`config.mk`:
```
export PLATFORM = sky130hd
export DESIGN_NAME = dpll_mode_ctrl
export DESIGN_NICKNAME = d
export VERILOG_FILES = /design/src/rtl/dmc_pkg.sv /design/src/rtl/dmc_mode_next.sv /design/src/rtl/dmc_freq_sel.sv /design/src/rtl/dmc_hold_timer.sv /design/src/rtl/dpll_mode_ctrl.sv
export SDC_FILE = /design/constraint.sdc
export NUM_CORES = 1
export LEC_CHECK = 0
export BUFFER_PORTS_ARGS = -buffer_cell sky130_fd_sc_hd__buf_2
export CAP_MARGIN = 30
export CORE_MARGIN = 2
export CORE_UTILIZATION = 46
export CTS_CLUSTER_DIAMETER = 120
export DETAILED_ROUTE_END_ITERATION = 10
export PLACE_DENSITY = 0.8
export SKIP_LAST_GASP = 1
export SYNTH_ARGS = -nofsm -noshare
export SYNTH_HDL_FRONTEND = slang
export SYNTH_SLANG_ARGS = --single-unit
```
`constraint.sdc`:
```
create_clock -name clk -period 2.2 [get_ports clk]
set_input_delay 0.11 -clock clk [delete_from_list [all_inputs] [get_ports clk]]
set_output_delay 0.11 -clock clk [all_outputs]
set_load 0.005 [all_outputs]
```
`src/rtl/dmc_pkg.sv`:
```
package dmc_pkg;
    typedef enum logic [1:0] {
        MODE_FREE = 2'd0,
        MODE_LOCK = 2'd1,
        MODE_HOLD = 2'd2
    } mode_e;

    typedef enum logic [1:0] {
        SRC_OSC  = 2'd0,
        SRC_LOOP = 2'd1,
        SRC_HIST = 2'd2,
        SRC_LAST = 2'd3
    } src_e;
endpackage

```
`src/rtl/dmc_mode_next.sv`:
```
module dmc_mode_next
    import dmc_pkg::*;
(
    input  mode_e      mode_q,
    input  logic       auto_en,
    input  logic [1:0] man_mode,
    input  logic       force_hold,
    input  logic       any_ref,
    output mode_e      mode_d
);
    always_comb begin
        mode_d = mode_q;
        if (!auto_en) begin
            // manual code 3 is not a mode: keep the current one
            case (man_mode)
                2'd0:    mode_d = MODE_FREE;
                2'd1:    mode_d = MODE_LOCK;
                2'd2:    mode_d = MODE_HOLD;
                default: mode_d = mode_q;
            endcase
        end else if (force_hold) begin
            mode_d = MODE_HOLD;
        end else if (any_ref) begin
            mode_d = MODE_LOCK;
        end else if (mode_q != MODE_FREE) begin
            mode_d = MODE_HOLD;
        end
    end
endmodule

```
`src/rtl/dmc_freq_sel.sv`:
```
module dmc_freq_sel
    import dmc_pkg::*;
#(
    parameter int FW = 24
) (
    input  mode_e          mode_d,
    input  logic           hist_avail,
    input  logic [FW-1:0]  loop_word,
    input  logic [FW-1:0]  hist_word,
    input  logic [FW-1:0]  word_q,
    output src_e           src_d,
    output logic [FW-1:0]  word_d
);
    always_comb begin
        src_d  = SRC_OSC;
        word_d = '0;
        case (mode_d)
            MODE_LOCK: begin
                src_d  = SRC_LOOP;
                word_d = loop_word;
            end
            MODE_HOLD: begin
                if (hist_avail) begin
                    src_d  = SRC_HIST;
                    word_d = hist_word;
                end else begin
                    src_d  = SRC_LAST;
                    word_d = word_q;
                end
            end
            default: begin
                src_d  = SRC_OSC;
                word_d = '0;
            end
        endcase
    end
endmodule

```
`src/rtl/dmc_hold_timer.sv`:
```
module dmc_hold_timer #(
    parameter int TW = 8
) (
    input  logic          clk,
    input  logic          rst_n,
    input  logic          hold_q,
    input  logic          hold_d,
    output logic [TW-1:0] count
);
    localparam logic [TW-1:0] CNT_MAX = '1;

    logic [TW-1:0] count_d, count_q;

    always_comb begin
        count_d = count_q;
        if (hold_d && !hold_q) begin
            count_d = '0;
        end else if (hold_d && hold_q && count_q != CNT_MAX) begin
            count_d = count_q + 1'b1;
        end
    end

    always_ff @(posedge clk or negedge rst_n) begin
        if (!rst_n) count_q <= '0;
        else        count_q <= count_d;
    end

    assign count = count_q;
endmodule

```
`src/rtl/dpll_mode_ctrl.sv`:
```
module dpll_mode_ctrl
    import dmc_pkg::*;
#(
    parameter int NREF = 4,
    parameter int FW   = 24,
    parameter int TW   = 8
) (
    input  logic            clk,
    input  logic            rst_n,
    input  logic            auto_en,
    input  logic [1:0]      man_mode,
    input  logic            force_hold,
    input  logic [NREF-1:0] ref_vld,
    input  logic            lock_det,
    input  logic            hist_avail,
    input  logic [FW-1:0]   loop_word,
    input  logic [FW-1:0]   hist_word,
    output logic [1:0]      mode,
    output logic            locked,
    output logic            lol,
    output logic [1:0]      freq_src,
    output logic [FW-1:0]   freq_word,
    output logic [TW-1:0]   hold_time
);
    typedef struct packed {
        mode_e         mode;
        logic          locked;
        logic          lol;
        src_e          src;
        logic [FW-1:0] word;
    } state_t;

    state_t st_d, st_q;
    mode_e  mode_nx;
    src_e   src_nx;
    logic [FW-1:0] word_nx;
    logic   stay_lock;

    dmc_mode_next u_next (
        .mode_q     (st_q.mode),
        .auto_en    (auto_en),
        .man_mode   (man_mode),
        .force_hold (force_hold),
        .any_ref    (|ref_vld),
        .mode_d     (mode_nx)
    );

    dmc_freq_sel #(.FW(FW)) u_sel (
        .mode_d     (mode_nx),
        .hist_avail (hist_avail),
        .loop_word  (loop_word),
        .hist_word  (hist_word),
        .word_q     (st_q.word),
        .src_d      (src_nx),
        .word_d     (word_nx)
    );

    dmc_hold_timer #(.TW(TW)) u_tmr (
        .clk    (clk),
        .rst_n  (rst_n),
        .hold_q (st_q.mode == MODE_HOLD),
        .hold_d (mode_nx == MODE_HOLD),
        .count  (hold_time)
    );

    always_comb begin
        stay_lock   = (st_q.mode == MODE_LOCK) && (mode_nx == MODE_LOCK);
        st_d        = st_q;
        st_d.mode   = mode_nx;
        st_d.src    = src_nx;
        st_d.word   = word_nx;
        // status sets only after lock seen while already locked
        st_d.locked = stay_lock && lock_det;
        st_d.lol    = stay_lock && !lock_det && (st_q.locked || st_q.lol);
    end

    always_ff @(posedge clk or negedge rst_n) begin
        if (!rst_n) begin
            st_q <= '{mode: MODE_FREE, locked: 1'b0, lol: 1'b0,
                      src: SRC_OSC, word: '0};
        end else begin
            st_q <= st_d;
        end
    end

    assign mode      = st_q.mode;
    assign locked    = st_q.locked;
    assign lol       = st_q.lol;
    assign freq_src  = st_q.src;
    assign freq_word = st_q.word;
endmodule

```
After elaboration in Yosys (flattened, before gate mapping) --
Cells that the tools add are included.
Storage, ports and cells: register bits 38, input port bits 60, word-level logic and storage cells 40
Operators by class: add/subtract/negate cells 1, equal/unequal tests 8, mux-type cells 11, reductions and logical operators 14
Operator list (count):
- $pmux 24 s2 | 1
- $mux 24 | 1
- $mux 8 | 2
- $add 8x1->8 const B | 1
- $mux 2 | 4
- $ne 8x8->1 const B | 1
- $logic_and 1x1->1 | 7
- $eq 2x1->1 const B | 3
- $eq 2x2->1 const B | 3
- $pmux 2 s3 | 1
- $pmux 2 s2 | 1
- $reduce_bool 2->1 | 2
- $reduce_or 4->1 | 1
- $logic_not 1->1 | 2
- $logic_not 2->1 | 1
- $ne 2x2->1 const B | 1
- $logic_or 1x1->1 | 1
- $mux 1 | 1

Depth between registers and ports, before layout --
depth in word-level cells 10, depth in mapped cells 9, mapped depth without buffers 7

By module --
Synthesis repeated with hierarchy kept, for this count alone.
Second synthesis, totals: cells, all modules 167, area, all modules 1958.1 um^2
By module, submodules not included:
- dpll_mode_ctrl | times used 1, cells each 38, area each 798.3 um^2, seq. area each 750.7 um^2
- dmc_freq_sel | times used 1, cells each 66, area each 623.1 um^2, seq. area each 0.0 um^2
- dmc_hold_timer | times used 1, cells each 54, area each 486.7 um^2, seq. area each 200.2 um^2
- dmc_mode_next | times used 1, cells each 9, area each 50.0 um^2, seq. area each 0.0 um^2

Worst setup path before layout --
No wires, ideal clock.
path type in2reg, from input ref_vld[1], to register st_q (netlist bit freq_word[22]), data arrival time 1.829 ns, required time 2.079 ns, slack 0.250 ns, cell stages on the path 7, path buffers 1, cell sequence o41ai_1 o21ai_0 ha_1 clkbuf_1 nand3b_1 o21ai_0 a22o_1
On the way: longest elaborated chain between the ends 6
RTL lines:
- from (decl) | RTL line dpll_mode_ctrl.sv:13 | input logic [NREF-1:0] ref_vld,
- $reduce_or 4->1 * | RTL line dpll_mode_ctrl.sv:44 | .any_ref (|ref_vld),
- $mux 2 * | RTL line dmc_mode_next.sv:23 | end else if (any_ref) begin
- $mux 2 * | RTL line dmc_mode_next.sv:21 | end else if (force_hold) begin
- $mux 2 * | RTL line dmc_mode_next.sv:13 | if (!auto_en) begin
- named net mode_nx[0] | RTL line dpll_mode_ctrl.sv:34 | mode_e mode_nx;
- $eq 2x2->1 or $eq 2x1->1 (tied branches) | RTL line dmc_freq_sel.sv:17 | case (mode_d)
- $pmux 24 s2 or $ne 2x2->1 (tied branches)
- to (signal assigned) | RTL line dpll_mode_ctrl.sv:79 | st_q <= '{mode: MODE_FREE, locked: 1'b0, lol: 1'b0,
- to (signal assigned) | RTL line dpll_mode_ctrl.sv:82 | st_q <= st_d;
- to (decl) | RTL line dpll_mode_ctrl.sv:33 | state_t st_d, st_q;
Mark *: on every way through the listed nets, which the timed path passes. The rest lies on a longest branch. A chain may end at the register's enable or synchronous reset.

Final worst setup path --
from register st_q (netlist bit mode[0]), to register st_q (netlist bit freq_word[15])
On the way: longest elaborated chain between the ends 7
RTL lines:
- $reduce_bool 2->1 | RTL line dmc_mode_next.sv:25 | end else if (mode_q != MODE_FREE) begin
- $mux 2 | RTL line dmc_mode_next.sv:25
- $mux 2 | RTL line dmc_mode_next.sv:23
- $mux 2 | RTL line dmc_mode_next.sv:21
- $mux 2 * | RTL line dmc_mode_next.sv:13
- $eq 2x2->1 or $eq 2x1->1 (tied branches) | RTL line dmc_freq_sel.sv:17
- $pmux 24 s2 or $ne 2x2->1 (tied branches)
Every way passes the cells marked *; elsewhere a longest branch is shown, timed or not.

==> flow_metrics.tcl <==
set metrics [dict create \
    htree_levels 2 \
    die_x_microns 70.81 \
    yosys_register_bits 38 \
    worstPathArrival_ps 2200 \
    fin_util_pct 62.01 \
    peakVddDrop_v 0.0004088 \
    maxClockFrequency_mhz 506.8 \
    cts_tree "done" \
    worstMarginPinSlew_ps 839.5 \
    synth_fp_nets 262 \
    clk_pin_slew_ps 70 \
    clk_latency_ps 290 \
    grt_pass1_wl_microns 8355 \
    cts.sink_count 38 \
    rsz0062_at_grt "no" \
    coreArea_sq_um 4324 \
    globalRoute.totalOverflow 0 \
    routedWlPerCell_microns 14.50 \
    async_flop_share_pct 100.0 \
    worst_slack_ps 226.7 \
    setup_viol 0 \
    synth_area_leaders "dfrtp_1 46%, a22o_1 12%, nand3b_1 6.9%" \
    p_leak_uw 0.001390 \
    yosys.area.top_type "dfrtp_1" \
    maxCapViolations 0 \
    area.growth.synth_to_final_pct 30.59 \
    num_io_pins 98 \
    seq_area_frac_synth_pct 46.31 \
    met1_usage_pct 26.73 \
    numCtsBuffers 5 \
    power_density_nw_per_um2 640.3 \
    start_util_pct 47.48 \
    synthCells 198 \
    grt_start_max_net_pins 39 \
    ys_types 41 \
    drt_iter0_drc 92 \
    crit_path_end_kind "flop" \
    wirelength_microns 5061 \
    synth_most_common_cell "dfrtp_1" \
    hold_start "loop_word[3]" \
    antenna_cells 0 \
    yosys_warnings 0 \
    nets 361 \
    cp-start-kind "flop" \
    clock_skew_ps 2.313 \
    drv_slew 0 \
    grt_pass1_vias 1823 \
    timing.setup.tns_ps 0 \
    io_buffers 97 \
    die_area_sq_um 5014 \
    viasPerCell 5.536 \
    drc_errors 0 \
    drtAntennaViolNets 0 \
    layout_min_cycle_time_ps 1973 \
    yosysTopAreaCellShare_pct 46.31 \
    first_pass_iters 4 \
    cts_root_buf "clkbuf_8" \
    vias 1932 \
    status "completed" \
    synth-edff-count 0 \
    worstPathMaxFanout 24 \
    hold_path.class "in2reg" \
    ys.flop_type "dfrtp_1" \
    fin_crit_sh_pct 89.70 \
    gp_congestion 0.8251 \
    use_met3_pct 5.413 \
    netlist_top_cells_count "38 x dfrtp_1, 29 x a22o_1, 23 x inv_1" \
    setup.worst_path.class "reg2reg" \
    p_total_uw 1717 \
    pre_cts_slack_ps 158.1 \
    r2r_start "mode[0]" \
    relSlewSlack_pct 44.04 \
    syn_area_per_cell_sq_um 10.37 \
    place_hpwl_microns 3713 \
    required_ps 2430 \
    drive_gt1_share_pct 39.39 \
    num_rows 24 \
    final-hold-violation-count 0 \
    antenna_found_initial 0 \
    startpoint "mode[0]" \
    dieHeight_microns 70.81 \
    clk_path_buf_depth 2 \
    grt_usage_pct 20.95 \
    top_usage_layer "met2" \
    use_met2_pct 34.79 \
    syn_area_sq_um 2053 \
]
metal layers:
layer	up-vias	share of wire, %	wire length, microns
li1	922	-	-
met1	925	43	2199
met2	75	48	2406
met3	10	7.1	357
met4	0	1.9	97
met5	-	0	0
final cells by class:
class                   instances  area [sq um]
repair buffers                106         570.5
clock buffers                   7         76.32
flip-flops and latches         38         950.9
fillers                       391          1643
well taps                      52         65.06
inverters                      24         90.09
multi-input cells             122         928.4
worst max-delay path: stages, from the launching register on:
cell and delay (ps):
dfrtp_1 420, inv_1 60, a21boi_1 170, o221ai_1 160, ha_1 370, buf_4 160
nor3b_4 210, buf_12 190, a22o_1 160
layout by cell type, fill, tap and decap left out, types with 3 or more instances in the layout:
cell and count:
a21oi_1 4, nor2_1 4, buf_2 97, nand2b_1 3, a22o_1 29, dfrtp_1 38
o21ai_0 21, nand3b_1 19, nor2b_1 4, ha_1 4, clkbuf_8 5, inv_1 23
a41oi_1 3, buf_4 6
sequential cells by signal (all words and copies together), names as in the netlist:
register,flops
freq_src,2
freq_word,24
lol,1
u_tmr.count,8
locked,1
mode,2
final timing paths:
check / endpoint / slack, ps / cells after the start
max: freq_word[15] / 230 / 8
min reg2reg: u_tmr.count[0] / 540 / 1
max reg2reg: freq_word[15] / 230 / 8
min in group asynchronous: freq_word[14] / 460 / 2
max in group asynchronous: freq_word[3] / 1220 / 2
min: freq_word[3] / 40 / 2
report_power, final:
| part | leakage, uW | switching (uW) | internal [uW] |
|---|---|---|---|
| Combinational | 0.000836 | 209 | 232 |
| Sequential | 0.000515 | 62.0 | 763 |
| Clock | 0.0000383 | 232 | 218 |
| Total | 0.00139 | 503 | 1210 |
repair_timing:
| item | 4_1_cts | 5_1_grt |
|---|---|---|
| resized for setup | 0 | 1 |
| hold buffers | 2 | 0 |
| endpoints found under the setup margin | 0 | 27 |
| hold endpoints to repair | 39 | 0 |
| setup buffers | 0 | 1 |
through the flow:
stage | area, sq um | hold WS, ps | cells
floorplan | 2053 | -185.6 | 198
global placement | 2577 | 263.6 | 339
detailed placement | 2577 | 265.8 | 339
CTS | 2674 | 31.49 | 348
global route | 2681 | 37.68 | 349
finish | 2681 | 38.24 | 349
kinds of logic (layout without fill, tap and decap cells):
logic type | Yosys count | count (layout) | synth area share (%)
AOI/OAI and AO/OA | 74 | 74 | 26.87
and+or+nand+nor | 43 | 43 | 15.42
DFF | 38 | 38 | 46.31
buffers and inverters | 38 | 137 | 8.470
adders and majority gates | 4 | 4 | 2.438
muxes | 1 | 1 | 0.4875
Power figures use the tool's default switching activity.
